File: src/rtl/hz_pkg.sv
package hz_pkg;
  typedef enum logic [1:0] {
    SRC_RF  = 2'b00,
    SRC_WB  = 2'b01,
    SRC_MEM = 2'b10
  } src_sel_e;
endpackage

File: src/rtl/hz_fwd_unit.sv
module hz_fwd_unit #(
  parameter int REG_W = 5
) (
  input  logic [REG_W-1:0] src,
  input  logic [REG_W-1:0] mem_rd,
  input  logic             mem_wen,
  input  logic             mem_load,
  input  logic [REG_W-1:0] wb_rd,
  input  logic             wb_wen,
  output logic [1:0]       sel
);
  import hz_pkg::*;

  function automatic logic produces(input logic [REG_W-1:0] s,
                                    input logic [REG_W-1:0] d,
                                    input logic             w);
    return w && (d != '0) && (d == s);
  endfunction

  logic mem_hit, wb_hit;
  assign mem_hit = produces(src, mem_rd, mem_wen) && !mem_load;
  assign wb_hit  = produces(src, wb_rd, wb_wen);

  always_comb begin
    if (mem_hit)     sel = SRC_MEM;
    else if (wb_hit) sel = SRC_WB;
    else             sel = SRC_RF;
  end
endmodule

File: src/rtl/hz_stall_unit.sv
module hz_stall_unit #(
  parameter int REG_W = 5
) (
  input  logic             slot_mode,
  input  logic [REG_W-1:0] id_rs,
  input  logic [REG_W-1:0] id_rt,
  input  logic             id_rs_used,
  input  logic             id_rt_used,
  input  logic             id_branch,
  input  logic             id_taken,
  input  logic [REG_W-1:0] ex_rd,
  input  logic             ex_wen,
  input  logic             ex_load,
  input  logic [REG_W-1:0] mem_rd,
  input  logic             mem_wen,
  input  logic             mem_load,
  output logic             load_use,
  output logic             br_wait,
  output logic             stall,
  output logic             flush
);
  function automatic logic reads(input logic [REG_W-1:0] d,
                                 input logic [REG_W-1:0] a, input logic ua,
                                 input logic [REG_W-1:0] b, input logic ub);
    return (d != '0) && ((ua && a == d) || (ub && b == d));
  endfunction

  logic interlock, ex_dep, mem_dep;
  assign interlock = !slot_mode;
  assign ex_dep    = ex_wen  && reads(ex_rd,  id_rs, id_rs_used, id_rt, id_rt_used);
  assign mem_dep   = mem_wen && reads(mem_rd, id_rs, id_rs_used, id_rt, id_rt_used);

  assign load_use = interlock && ex_load && ex_dep;
  assign br_wait  = interlock && id_branch && (ex_dep || (mem_load && mem_dep));
  assign stall    = load_use || br_wait;
  assign flush    = interlock && id_branch && id_taken && !stall;
endmodule

File: src/rtl/hazard_ctrl.sv
module hazard_ctrl #(
  parameter int REG_W = 5
) (
  input  logic             slot_mode,
  input  logic [REG_W-1:0] id_rs,
  input  logic [REG_W-1:0] id_rt,
  input  logic             id_rs_used,
  input  logic             id_rt_used,
  input  logic             id_branch,
  input  logic             id_taken,
  input  logic [REG_W-1:0] ex_rs,
  input  logic [REG_W-1:0] ex_rt,
  input  logic [REG_W-1:0] ex_rd,
  input  logic             ex_wen,
  input  logic             ex_load,
  input  logic [REG_W-1:0] mem_rd,
  input  logic             mem_wen,
  input  logic             mem_load,
  input  logic [REG_W-1:0] wb_rd,
  input  logic             wb_wen,
  output logic [1:0]       fwd_a,
  output logic [1:0]       fwd_b,
  output logic             dec_fwd_a,
  output logic             dec_fwd_b,
  output logic             stall_fetch,
  output logic             stall_decode,
  output logic             bubble_ex,
  output logic             flush_fd
);
  import hz_pkg::*;
  localparam int NOPS = 4;

  logic [REG_W-1:0] op_src [NOPS];
  logic             op_wbe [NOPS];
  logic [1:0]       op_sel [NOPS];
  logic             load_use, br_wait, stall;

  assign op_src[0] = ex_rs;  assign op_wbe[0] = wb_wen;
  assign op_src[1] = ex_rt;  assign op_wbe[1] = wb_wen;
  assign op_src[2] = id_rs;  assign op_wbe[2] = 1'b0;
  assign op_src[3] = id_rt;  assign op_wbe[3] = 1'b0;

  for (genvar g = 0; g < NOPS; g++) begin : g_fwd
    hz_fwd_unit #(.REG_W(REG_W)) u_fwd (
      .src(op_src[g]), .mem_rd(mem_rd), .mem_wen(mem_wen), .mem_load(mem_load),
      .wb_rd(wb_rd), .wb_wen(op_wbe[g]), .sel(op_sel[g])
    );
  end

  hz_stall_unit #(.REG_W(REG_W)) u_stall (
    .slot_mode(slot_mode), .id_rs(id_rs), .id_rt(id_rt),
    .id_rs_used(id_rs_used), .id_rt_used(id_rt_used),
    .id_branch(id_branch), .id_taken(id_taken),
    .ex_rd(ex_rd), .ex_wen(ex_wen), .ex_load(ex_load),
    .mem_rd(mem_rd), .mem_wen(mem_wen), .mem_load(mem_load),
    .load_use(load_use), .br_wait(br_wait), .stall(stall), .flush(flush_fd)
  );

  assign fwd_a        = op_sel[0];
  assign fwd_b        = op_sel[1];
  assign dec_fwd_a    = (op_sel[2] == SRC_MEM);
  assign dec_fwd_b    = (op_sel[3] == SRC_MEM);
  assign stall_fetch  = stall;
  assign stall_decode = stall;
  assign bubble_ex    = stall;
endmodule

File: config.mk
export PLATFORM = sky130hd
export DESIGN_NAME = hazard_ctrl
export DESIGN_NICKNAME = d
export VERILOG_FILES = /design/src/rtl/hz_pkg.sv /design/src/rtl/hz_fwd_unit.sv /design/src/rtl/hz_stall_unit.sv /design/src/rtl/hazard_ctrl.sv
export SDC_FILE = /design/constraint.sdc
export NUM_CORES = 1
export LEC_CHECK = 0
export BUFFER_PORTS_ARGS = -buffer_cell sky130_fd_sc_hd__buf_2
export CORE_MARGIN = 2
export CORE_UTILIZATION = 41
export DETAILED_ROUTE_END_ITERATION = 7
export PLACE_DENSITY = 0.85
export SYNTH_ARGS = -nofsm -noshare
export SYNTH_HDL_FRONTEND = slang
export SYNTH_SLANG_ARGS = --single-unit
File: constraint.sdc
create_clock -name vclk -period 2.2
set_input_delay 0.22 -clock vclk [all_inputs]
set_output_delay 0.22 -clock vclk [all_outputs]
set_load 0.005 [all_outputs]
# After elaboration in Yosys (flattened, before gate mapping)
# Cells that the tools add are included.
# totals
out_inout_bits	10
word_cells	55
register_bits	0
# op_classes
mux	6
n_eq_ne	12
n_reduce_logical	37
# op_table
op	n
$eq 5x5->1	10
$logic_and 1x1->1	27
$reduce_bool 5->1	3
$mux 2	4
$eq 2x2->1 const B	2
$logic_or 1x1->1	4
$logic_not 1->1	3
$mux 1	2

# Logic depth before layout (Yosys ltp)
# logic_depth
word_depth	11
depth_mapped	7

# By module
# A second synthesis with hierarchy kept.
# hier_totals
hier_cells	134
hier_area_um2	1044.8
# by_module_without_submodules
module	cells_per_inst	area_each_um2	seq_area_each_um2	n_inst
hz_fwd_unit	22	168.9	0.0	4
hz_stall_unit	41	322.8	0.0	1
hazard_ctrl	5	46.3	0.0	1

# Worst setup path before layout
# OpenSTA, ideal clock, no wires.
# synth_timing
kind	input-to-output
from	input mem_rd[0]
to	output stall_decode
slack_ps	272
arrival_time_ps	1708
cell_stages	7
n_path_buf	2
t_required_ps	1980
path_cell_list	clkbuf_1 > xor2_1 > nor4_1 > nand3_1 > a21o_1 > a211oi_1 > buf_4
# synth_via
elab_chain_cells	9
word_cells_on_any_way	12
classes_between	eq/ne: 2; reduce/logical: 10
# synth_rtl
item	line	text
start: declaration	hazard_ctrl.sv:16	input logic [REG_W-1:0] mem_rd,
$eq 5x5->1	hz_stall_unit.sv:25	return (d != '0) && ((ua && a == d) || (ub && b == d));
$logic_and 1x1->1	hz_stall_unit.sv:25	
$logic_or 1x1->1	hz_stall_unit.sv:25	
$logic_and 1x1->1 (*)	hz_stall_unit.sv:25	
$logic_and 1x1->1 (*)	hz_stall_unit.sv:31	assign mem_dep = mem_wen && reads(mem_rd, id_rs, id_rs_used, id_rt, id_rt_used);
$logic_and 1x1->1 (*)	hz_stall_unit.sv:34	assign br_wait = interlock && id_branch && (ex_dep || (mem_load && mem_dep));
$logic_or 1x1->1 (*)	hz_stall_unit.sv:34	
$logic_and 1x1->1 (*)	hz_stall_unit.sv:34	
$logic_or 1x1->1 (*)	hz_stall_unit.sv:35	assign stall = load_use || br_wait;
end: declaration	hazard_ctrl.sv:26	output logic stall_decode,
# Mark *: on every way between the ends. The rest lies on a longest branch, timed or not.

# Worst setup path after layout
# layout_timing
from	input mem_rd[2]
to	output stall_fetch
# layout_via
elab_chain_cells	9
word_cells_on_any_way	12
classes_between	eq/ne: 2; reduce/logical: 10
# layout_rtl
item	line	text
$eq 5x5->1	hz_stall_unit.sv:25	
$logic_and 1x1->1	hz_stall_unit.sv:25	
$logic_or 1x1->1	hz_stall_unit.sv:25	
$logic_and 1x1->1 (*)	hz_stall_unit.sv:25	
$logic_and 1x1->1 (*)	hz_stall_unit.sv:31	
$logic_and 1x1->1 (*)	hz_stall_unit.sv:34	
$logic_or 1x1->1 (*)	hz_stall_unit.sv:34	
$logic_and 1x1->1 (*)	hz_stall_unit.sv:34	
$logic_or 1x1->1 (*)	hz_stall_unit.sv:35	
end: declaration	hazard_ctrl.sv:25	output logic stall_fetch,
# Marks and branches as above.

==> impl_summary.log <==
INFO  metric syn_avg_cell_area = 7.566 um2
INFO  metric netlist_top_cells_area = sky130_fd_sc_hd__xor2_1 31%, sky130_fd_sc_hd__xnor2_1 23%, sky130_fd_sc_hd__nor4_2 7.8%, sky130_fd_sc_hd__or4_1 5.8%, sky130_fd_sc_hd__buf_4 4.7%
INFO  metric fin_crit_sh = 0.8712
INFO  metric cp_common_cell = sky130_fd_sc_hd__buf_2
INFO  metric setup.worst_path.end_class = output port
INFO  metric flow.area_growth_from_synthesis = 36.96%
INFO  metric fraction_of_the_core_area_covered_by_cells_at_the_end_of_the_flow = 0.5916
INFO  metric final.setup.worst_slack = 0.2833 ns
INFO  metric final.fill_count = between 100 and 150
INFO  metric drtPass1Iterations = 2
INFO  metric portBuffers = 55
INFO  metric vdd_drop_max = 0.07916 mV
INFO  metric final-setup-viol-count = 0
INFO  metric yosys.area.top_type_share = 0.3132
INFO  metric max_stage_delay = 0.35 ns
INFO  metric crit_path_start_kind = input pin
INFO  metric wl = ~1700 um
INFO  metric layout-drive-gt1-share = 0.4580
INFO  metric syn-cell-area = between 600 and 700 um2
INFO  metric grt_setup_unrepaired = no
INFO  metric yosysWarningCount = 0
INFO  metric crit_path_max_fanout = 5
INFO  metric grt_start_max_net_pins = 6
INFO  metric post_cts_hold_buffer_count = 0
INFO  metric grt_overflow = 0
INFO  metric pins_over_slew_limit = 0
INFO  metric route.detailed.wl_per_inst = 11.24 um
INFO  metric rows = 14
INFO  metric antenna-diode-count = 0
INFO  metric core-area = 1489 um2
INFO  metric drt-initial-drc-count = 1
INFO  metric globalplace.congestion = a little under 0.8
INFO  metric netlist_instances = 85
INFO  metric global_route_wire_length_before_repair = 2622 um
INFO  metric crit_buf_inv = 2
INFO  metric max_clock_freq = 521.7 MHz
INFO  metric floorplan.die.width = 43.61 um
INFO  metric detail-route-antenna-nets = 0
INFO  metric dp_hpwl = between 1500 and 2000 um
INFO  metric antenna_found_initial = 0
INFO  metric static-leakage-power = 0.4152 nW
INFO  metric sequential_cell_total = 0
INFO  metric crit_slowest_cell = sky130_fd_sc_hd__nor4_1
INFO  metric route.detailed.drc = 0
INFO  metric first_global_vias = around 660
INFO  metric seqCellArea = 0 um2
INFO  metric hold_path.class = in2out
INFO  metric timing.max_cap.violations = 0
INFO  metric report.final.hold_viol_count = 0
INFO  metric postCtsSetupBuffers = 0
INFO  metric die_h = 43.61 um
INFO  metric design.die.area = 1901 um2
INFO  metric hold_slack = 0.7057 ns
INFO  metric result_of_the_run = completed
INFO  metric tightestPinTransition = roughly 0.32 ns
INFO  metric vias = 740
INFO  metric post_cts_resized = 0
INFO  metric netlist-cell-type-count = 22
INFO  metric number_of_top_level_design_ports = 55
INFO  metric synth_sequential_area_ratio = 0
INFO  metric cp_top_family = compound AO/OA/AOI/OAI gates
INFO  metric pwr_density_cell = 172.6 nW/um2
INFO  metric preCtsSetupSlack = 0.2598 ns
INFO  metric crit_arrival = 1.70 ns
INFO  metric clockBufferCount = 0
INFO  metric routed_via_density = 5.034
INFO  metric finalPower = between 150 and 200 uW
INFO  metric grt_total_usage = 0.1720
INFO  metric synthesized_netlist_net_count = 130
INFO  metric finalCriticalPeriod = 1.917 ns
INFO  metric netlist.top_cell.by_area = sky130_fd_sc_hd__xor2_1
INFO  metric slew_headroom = 0.7820
INFO  metric critical_path_class = in2out
INFO  metric timing.critical_path.required = 1.98 ns
INFO  metric initial_cell_density_of_the_core = 0.4319
INFO  metric final_net_count = 178
INFO  metric setup_tns = 0 ns
INFO  metric crit_path_cell_trace = buf_2, xor2_1, nor4_1, nand3_1, a21o_1, a211oi_1, buf_2
==> report_power, final <==
| part | total, mW | switching (mW) | internal, mW |
|---|---|---|---|
| Clock | 0 | 0 | 0 |
| Sequential | 0 | 0 | 0 |
| Combinational | 0.152 | 0.0739 | 0.0782 |
| Total | 0.152 | 0.0739 | 0.0782 |
==> worst min-delay path, stage by stage <==
cell and delay [ns]:
sky130_fd_sc_hd__buf_2 0.09, sky130_fd_sc_hd__a211oi_1 0.05, sky130_fd_sc_hd__buf_2 0.12
==> per-stage QoR <==
step / std cells / cell area, um2
floorplan: 85 / 643.1
global placement: 147 / 880.8
detailed placement: 147 / 880.8
CTS: 147 / 880.8
global route: 147 / 880.8
finish: 147 / 880.8
==> layout by cell type (no fill, tap or decap), types with 2 or more instances in the layout <==
cell type,instances
sky130_fd_sc_hd__buf_2,55
sky130_fd_sc_hd__xor2_1,23
sky130_fd_sc_hd__xnor2_1,17
sky130_fd_sc_hd__or4_1,5
sky130_fd_sc_hd__nand3_1,5
sky130_fd_sc_hd__nand2_1,5
sky130_fd_sc_hd__nor2_1,5
sky130_fd_sc_hd__nor4_2,4
sky130_fd_sc_hd__nand4_1,2
==> synth_stat cells (2+ instances only) <==
cell,n
sky130_fd_sc_hd__buf_4,4
sky130_fd_sc_hd__clkbuf_1,3
sky130_fd_sc_hd__nand4_1,2
sky130_fd_sc_hd__xnor2_1,17
sky130_fd_sc_hd__nor4_2,4
sky130_fd_sc_hd__nor2_1,5
sky130_fd_sc_hd__nand2_1,5
sky130_fd_sc_hd__nand3_1,5
sky130_fd_sc_hd__xor2_1,23
sky130_fd_sc_hd__or4_1,5
==> kinds of logic after synthesis <==
kind of cell / Yosys count / share of synthesized area
XOR/XNOR: 40 / 0.5447
AO/OA/AOI/OAI: 6 / 0.06422
buffers and inverters: 9 / 0.08949
AND/OR/NAND/NOR: 30 / 0.3016
==> final timing paths <==
check | start | to | cells after the start
worst max-delay path | mem_rd[2] | stall_fetch | 7
worst min-delay path | slot_mode | stall_decode | 3
==> metal layers <==
layer,wire (um),vias up,global-route usage
met3,147,0,0.004167
met2,881,34,0.3559
li1,-,382,-
met5,0,-,0
met4,0,0,0
met1,623,324,0.2025
==> final cells by class <==
| class | count | area, um2 | share of cell area |
|---|---|---|---|
| timing repair buffer | 55 | 275.3 | 0.3125 |
| multi-input combinational | 76 | 585.6 | 0.6648 |
| tap | 16 | 20.02 | 0.02273 |
(Power assumes the default switching activity.)
